==> src/rtl/keypad_cmd_handler.sv <==
module keypad_cmd_handler #(
  parameter int         TIMEOUT_CYCLES = 1000,
  parameter int         FIFO_DEPTH     = 16,
  parameter logic [7:0] REV_HI         = 8'h30,
  parameter logic [7:0] REV_LO         = 8'h31
) (
  input  logic        clk,
  input  logic        rst_n,
  input  logic        rx_valid,
  input  logic [7:0]  rx_data,
  output logic        rx_ready,
  output logic        tx_valid,
  output logic [7:0]  tx_data,
  input  logic        tx_ready,
  input  logic [31:0] touch_state,
  input  logic [31:0] key_error,
  output logic [4:0]  key_sel,
  input  logic [7:0]  key_ref,
  input  logic [7:0]  key_sig,
  input  logic [7:0]  key_offset,
  input  logic [1:0]  key_coarse,
  output logic        recal_req,
  output logic [7:0]  out_pins,
  input  logic [3:0]  in_pins
);
  localparam int AW      = $clog2(FIFO_DEPTH);
  localparam int TW      = $clog2(TIMEOUT_CYCLES) + 1;
  localparam int MAX_RSP = 7;

  typedef enum logic [3:0] {
    ST_IDLE, ST_SLASH, ST_RDX, ST_RDY, ST_CALX, ST_CALY,
    ST_MRD, ST_MWA, ST_MWV, ST_PORT
  } st_t;

  st_t         st;
  logic [2:0]  x_q;
  logic [7:0]  a_q;
  logic [TW-1:0] tmo;
  logic [7:0]  mem [256];
  logic [7:0]  fifo [FIFO_DEPTH];
  logic [AW-1:0] wp, rp;
  logic [AW:0] cnt;
  logic [7:0]  rsp [MAX_RSP];
  logic [2:0]  rsp_len;
  logic        acc, pop, is_gain;

  assign acc      = rx_valid && rx_ready;
  assign pop      = tx_valid && tx_ready;
  assign rx_ready = int'(cnt) <= FIFO_DEPTH - MAX_RSP;
  assign tx_valid = cnt != '0;
  assign tx_data  = fifo[rp];
  assign key_sel  = {rx_data[1:0], x_q};
  assign is_gain  = (a_q >= 8'd100) && (a_q <= 8'd162) && !a_q[0];

  always_comb begin
    for (int i = 0; i < MAX_RSP; i++) rsp[i] = 8'h00;
    rsp_len = 3'd0;
    if (acc) begin
      case (st)
        ST_IDLE: begin
          case (rx_data)
            8'h73: begin
              for (int k = 0; k < 4; k++) rsp[k] = touch_state[8*k +: 8];
              rsp_len = 3'd4;
            end
            8'h65: begin
              for (int k = 0; k < 4; k++) rsp[k] = key_error[8*k +: 8];
              rsp_len = 3'd4;
            end
            8'h53: begin
              rsp[0] = 8'h33; rsp[1] = 8'h32; rsp[2] = 8'h30;
              rsp[3] = 8'h30; rsp[4] = 8'h30; rsp[5] = REV_HI; rsp[6] = REV_LO;
              rsp_len = 3'd7;
            end
            8'h49: begin
              rsp[0] = {4'b0000, in_pins};
              rsp_len = 3'd1;
            end
            default: rsp_len = 3'd0;
          endcase
        end
        ST_RDY: begin
          rsp[0] = key_ref; rsp[1] = key_sig; rsp_len = 3'd2;
        end
        ST_CALY: begin
          rsp[0] = key_offset; rsp[1] = {6'b000000, key_coarse}; rsp_len = 3'd2;
        end
        ST_MRD: begin
          rsp[0] = mem[rx_data]; rsp_len = 3'd1;
        end
        default: rsp_len = 3'd0;
      endcase
    end
  end

  always_ff @(posedge clk) begin
    for (int i = 0; i < MAX_RSP; i++)
      if (i < int'(rsp_len)) fifo[wp + AW'(i)] <= rsp[i];
  end

  always_ff @(posedge clk or negedge rst_n) begin
    if (!rst_n) begin
      st        <= ST_IDLE;
      x_q       <= '0;
      a_q       <= '0;
      tmo       <= '0;
      out_pins  <= '0;
      recal_req <= 1'b0;
      wp        <= '0;
      rp        <= '0;
      cnt       <= '0;
      for (int i = 0; i < 256; i++) mem[i] <= 8'h00;
    end else begin
      recal_req <= 1'b0;
      if (acc) begin
        tmo <= '0;
        case (st)
          ST_IDLE: begin
            if (rx_data == 8'h2F)      st <= ST_SLASH;
            else if (rx_data == 8'h4F) st <= ST_PORT;
          end
          ST_SLASH: begin
            case (rx_data)
              8'h64:   st <= ST_RDX;
              8'h44:   st <= ST_CALX;
              8'h65:   st <= ST_MRD;
              8'h45:   st <= ST_MWA;
              default: st <= ST_IDLE;
            endcase
          end
          ST_RDX:  begin x_q <= rx_data[2:0]; st <= ST_RDY;  end
          ST_CALX: begin x_q <= rx_data[2:0]; st <= ST_CALY; end
          ST_MWA:  begin a_q <= rx_data;      st <= ST_MWV;  end
          ST_MWV: begin
            mem[a_q]  <= rx_data;
            recal_req <= is_gain;
            st        <= ST_IDLE;
          end
          ST_PORT: begin out_pins <= rx_data; st <= ST_IDLE; end
          default: st <= ST_IDLE;
        endcase
      end else if (st != ST_IDLE) begin
        if (tmo == TW'(TIMEOUT_CYCLES - 1)) begin
          st  <= ST_IDLE;
          tmo <= '0;
        end else begin
          tmo <= tmo + 1'b1;
        end
      end
      wp  <= wp + AW'(rsp_len);
      if (pop) rp <= rp + 1'b1;
      cnt <= cnt + (AW+1)'(rsp_len) - (AW+1)'(pop);
    end
  end
endmodule

==> config.mk <==
export PLATFORM = sky130hd
export DESIGN_NAME = keypad_cmd_handler
export DESIGN_NICKNAME = d
export VERILOG_FILES = /design/src/rtl/keypad_cmd_handler.sv
export SDC_FILE = /design/constraint.sdc
export NUM_CORES = 2
export LEC_CHECK = 0
export ABC_AREA = 1
export BUFFER_PORTS_ARGS = -buffer_cell sky130_fd_sc_hd__buf_2
export CAP_MARGIN = 20
export CORE_ASPECT_RATIO = 1.75
export CORE_MARGIN = 2
export CORE_UTILIZATION = 50
export DETAILED_ROUTE_END_ITERATION = 12
export PLACE_DENSITY = 0.62
export SYNTH_ARGS = -nofsm -noshare
export SYNTH_HDL_FRONTEND = slang
export SYNTH_SLANG_ARGS = --single-unit
export TNS_END_PERCENT = 20
==> constraint.sdc <==
create_clock -name clk -period 5.15 [get_ports clk]
set_clock_uncertainty 0.05 [all_clocks]
set_input_delay 0.515 -clock clk [delete_from_list [all_inputs] [get_ports clk]]
set_output_delay 0.515 -clock clk [all_outputs]
set_load 0.02 [all_outputs]
== Yosys cells after proc, flatten, opt, wreduce, memory -nomap -nowiden ==
Memory sizes are Yosys's and may differ from the RTL's.
Cells that the tools add are included.
Storage, ports and cells
  register bits after elaboration: 2096
  memory bits (writable): 128
  output and inout bits: 24
  memories: 1
Cells by class
  add/subtract/negate cells: 11
  magnitude comparators: 13
  equal/unequal tests: 20
  multiplexer cells: 42
  bitwise gates (word level): 2
  reductions and logical operators: 19
Memories
  fifo: words 16, bits a word 8, rd ports 1, clocked after memory_dff 0, wr ports 7, line 40  | logic [7:0] fifo [FIFO_DEPTH];
Operators with widths (count)
  bitwise mux 2048 bit: 1
  case mux 24 bit (3 select lines): 1
  binary-select mux 8 bit (select 8 bit): 1
  demux 8 bit (select 8 bit): 1
  equality test 8 x 7 -> 1 bit (second input constant): 8
  case mux 8 bit (4 select lines): 2
  2-to-1 mux 56 bit: 1
  2-to-1 mux 40 bit: 1
  2-to-1 mux 11 bit: 3
  2-to-1 mux 8 bit: 3
  case mux 8 bit (3 select lines): 1
  2-to-1 mux 22 bit: 1
  2-to-1 mux 4 bit: 5
  case mux 4 bit (5 select lines): 1
  greater-or-equal comparator 9 bit (second input constant): 2
  NOT 8 -> 9 bit: 2
  case mux 3 bit (3 select lines): 2
  equality test 4 x 3 -> 1 bit (second input constant): 4
  2-to-1 mux 1 bit: 16
  adder 4 x 3 -> 4 bit (second input constant): 3
  case mux 3 bit (4 select lines): 1
  adder 11 x 1 -> 11 bit (second input constant): 1
  equality test 11 x 10 -> 1 bit (second input constant): 1
  < comparator 3 bit (first input constant): 3
  other kinds (26): 42

== Logic depth before layout (Yosys ltp) ==
  word-level depth: 8
  depth in mapped cells: 26
  depth with buffers taken out: 23

== Worst setup path before layout ==
No wires, ideal clock.
  kind: input port to flip-flop
  start: in rx_data[6]
  end: reg cnt[4]
  setup time: 0.121 ns
  arrival time: 2.785 ns
  slack: 2.194 ns
  cell stages on the path: 15
  buffers on the path: 1
  path through: buf_4 -> inv_4 -> nor2_8 -> nand2_1 -> nor3_2 -> nand2_1 -> nand3b_2 -> nand2_1 -> ha_1 -> inv_1 -> ha_1 -> fa_1 -> nand3_1 -> nand2_1 -> xor2_1
Between the ends
  word-level cells in the longest chain between the ends: 7
  elaborated cells on any way between the ends: 10
  those cells by class: add/sub (2); eq/ne (4); mux (3); reduce/logical (1)
RTL lines
  from (decl): line 10  | input logic [7:0] rx_data,
  equality test 8 x 7 -> 1 bit: line 61  | case (rx_data)
  OR reduction 2 bit (no line)
  case mux 3 bit (3 select lines) (*): line 61
  case mux 3 bit (3 select lines) (*): line 59  | case (st)
  2-to-1 mux 3 bit (*): line 58  | if (acc) begin
  adder 5 x 3 -> 5 bit (*): line 152  | cnt <= cnt + (AW+1)'(rsp_len) - (AW+1)'(pop);
  subtractor 5 x 1 -> 5 bit (*): line 152
  to (signal assigned): line 152
  to (decl): line 42  | logic [AW:0] cnt;
Every way passes the cells marked *; elsewhere a longest branch is shown, timed or not.
A chain may end at the register's enable or synchronous reset.

== Worst setup path in the final report ==
  start: reg cnt[1]
  end: reg mem[1464] (netlist bit)
Between the ends
  word-level cells in the longest chain between the ends: 3
RTL lines
  <= comparator 5 x 4 -> 1 bit: line 49  | assign rx_ready = int'(cnt) <= FIFO_DEPTH - MAX_RSP;
  logical AND 1 bit: line 47  | assign acc = rx_valid && rx_ready;
  AND reduction 2 bit (no line)
  to (signal, indexed assignment): line 135  | mem[a_q] <= rx_data;
  to (decl): line 39  | logic [7:0] mem [256];
Every way passes these cells.

==> flow_summary.json <==
{
  "wl_per_cell_um": 22.6,
  "synth_seq_area_share": 0.512,
  "crit_top_cell": "nand2_1",
  "ant_nets": 0,
  "path_max_fanout": 16,
  "syn2layout_area_growth_pct": 10.2,
  "design.die.area_sq_um": 221000,
  "setup_tns_ps": 0,
  "synth_cells": 14700,
  "yosysMostFrequentCell": "nand2_1",
  "hold_path.class": "in -> reg",
  "max-cap-violations": 0,
  "setup_viol": 0,
  "synth_area_leaders": "dfrtp_1, nand2_1, o21ai_0, nand3_1, inv_1",
  "num_io_pins": 130,
  "grt_pass1_wl_um": 597000,
  "rsz0062_at_grt": "no",
  "period_needed_ps": 4280,
  "status": "finished, final reports clean",
  "cts_hold_buf": 2,
  "fin_crit_sh": 0.831,
  "fmax_mhz": 234,
  "crit_required_ps": 5800,
  "start_util": 0.502,
  "drtIter0Drc": 9167,
  "post-place-cells": 17000,
  "clkPwrFrac": 0.424,
  "power_density_nw_per_um2": 321,
  "dr_total_vias": 98700,
  "finish.utilization": 0.553,
  "grt_pass1_vias": 95500,
  "path_cells": "nor2_1, o21ai_1, a21oi_2, nand2_2, inv_2, nand2_1, inv_2, nand3_1, nor2_4, buf_4, nand2_1, nand2_1, o21ai_0",
  "htree_levels": 4,
  "synth_top_area_frac": 0.484,
  "gp_congestion": 1.05,
  "grt-ovfl-total": 0,
  "crit_buf_inv": 3,
  "vias_per_cell": 5.66,
  "die_h_um": 620,
  "cts_made_buffers": 218,
  "peakVddDrop_mv": 0.310,
  "crit_arrival_ps": 4940,
  "path_class": "reg -> reg",
  "synthArstFlopShare": 0.942,
  "hpwl_um": 255000,
  "core_sq_um": 216000,
  "first_pass_iters": 6,
  "clk_pin_slew_ps": 70,
  "synth-edff-count": 48,
  "ys_ff_latch": 2224,
  "syn_avg_cell_area_sq_um": 7.39,
  "yosysUniqueCellTypes": 56,
  "post_cts_buffers": 0,
  "layout-drive-gt1-share": 0.0644,
  "cp_slowest_cell": "nor2_4",
  "synth_area_leader_cell": "dfrtp_1",
  "synth_commonest_cells": "nand2_1, o21ai_0, dfrtp_1",
  "cts_max_path_buffers": 4,
  "syn-cell-area_sq_um": 108000,
  "synth_fp_nets": 14800,
  "final-max-slew-violation-count": 0,
  "pre_cts_slack_ps": 362,
  "chipWidth_um": 356,
  "antenna_found_initial": 5,
  "cts_resized": 0,
  "clk_latency_ps": 900,
  "finalHoldViolations": 0,
  "port_buffers": 129,
  "grt_max_degree": 163,
  "clock-sinks": 2224,
  "seqPwrFrac": 0.464,
  "wirelength_um": 394000,
  "final_cells": 17400,
  "cpPeakStageDelay_ps": 790,
  "p_comb_frac": 0.112,
  "worst_slew_pin_slew_ps": 1320,
  "fin_ws_ps": 869,
  "crit_family": "simple AND/OR/NAND/NOR gates",
  "p_leak_nw": 57.5,
  "grt_usage": 0.354,
  "cts_tree": "yes",
  "ys_warn_count": 0,
  "drc": 0,
  "netSwitchingFraction": 0.277,
  "nets": 14500,
  "synthFlopType": "dfrtp_1",
  "cts-root-buf": "clkbuf_16",
  "p_int_mw": 27.8,
  "timing.slew.headroom": 0.118,
  "switching_power_mw": 10.6,
  "num_rows": 226,
  "crit_path_end_kind": "register",
  "start_kind": "register"
}
==> stage by stage <==
| step | hold slack [ps] | total power [mW] | cell area [sq um] |
|---|---|---|---|
| floorplan | 169 | 20.2 | 108000 |
| global placement | 398 | 22.4 | 112000 |
| global route | 170 | 39.6 | 119000 |
| detailed placement | 397 | 22.4 | 112000 |
| finish | 158 | 38.4 | 120000 |
| CTS | 110 | 38.6 | 119000 |
==> state kept, by name (all words and copies together) (netlist names) <==
register / count
out_pins: 8
cnt: 5
tmo: 11
mem: 2048
rp: 4
fifo: 128
x_q: 3
a_q: 8
st: 4
recal_req: 1
wp: 4
==> layer usage <==
metal,up-vias,part of all wire,global-route usage
li1,46100,-,-
met1,47600,0.38,0.423
met2,3818,0.48,0.599
met3,1170,0.066,0.0476
met4,0,0.076,0.228
met5,-,0,0
==> layout by cell type (no fill, tap or decap), types with 25 or more instances in the layout <==
cell type / count
nand3_1: 739
a211oi_1: 31
buf_12: 61
inv_1: 952
o211ai_1: 61
buf_2: 126
nor2_2: 25
dfrtp_1: 2095
o21ai_0: 2388
a21oi_1: 474
clkbuf_1: 53
nand2_1: 5987
nand4_1: 28
clkbuf_8: 46
nor2_1: 523
dfxtp_1: 80
edfxtp_1: 48
clkbuf_16: 222
buf_4: 300
clkinv_2: 39
==> path summary, 6_finish.rpt <==
kind | end | start | slack (ps) | cells past startpoint
hold reg to reg | fifo[7][7] | fifo[7][7] | 400 | 2
hold / removal | st[2] | rx_valid | 160 | 3
setup / recovery | mem[1464] | cnt[1] | 870 | 13
min in group asynchronous | mem[1977] | rst_n | 190 | 2
setup reg to reg | mem[1464] | cnt[1] | 870 | 13
max in group asynchronous | mem[671] | rst_n | 3010 | 3
==> power by group through the flow <==
stage | combinational [mW] | clock [mW] | sequential [mW]
after floorplan | 2.13 | 0 | 18.1
after global placement | 4.23 | 0 | 18.1
after detailed placement | 4.22 | 0 | 18.1
after CTS | 4.23 | 16.5 | 17.8
after global routing | 4.58 | 17.2 | 17.8
final | 4.30 | 16.3 | 17.8
==> logic make-up (layout without fill, tap and decap cells) <==
group / after synthesis / in the layout / synth area share
DFF: 2224 / 2224 / 0.512
and+or+nand+nor: 7387 / 7387 / 0.268
AOI/OAI and AO/OA: 3061 / 3061 / 0.146
buffers and inverters: 1976 / 1870 / 0.0709
xor gates and xnor gates: 11 / 11 / 0.000888
other: 0 / 4 / 0
adders and majority gates: 19 / 19 / 0.00233
==> worst min-delay path: cells and delay by family <==
family | cells | cell delay, ps
AO/OA/AOI/OAI | 1 | 140
buffers and inverters | 1 | 100
AND/OR/NAND/NOR | 1 | 240
==> cell type report <==
class	instances	area (sq um)
clock inverters	67	689
diodes	4	10.0
flip-flops and latches	2224	55500
well taps	2850	3570
clock buffers	321	6390
repair buffers	491	4150
inverters	991	3790
fillers	20800	96500
multi-input cells	10500	45400
(Power assumes the default switching activity.)
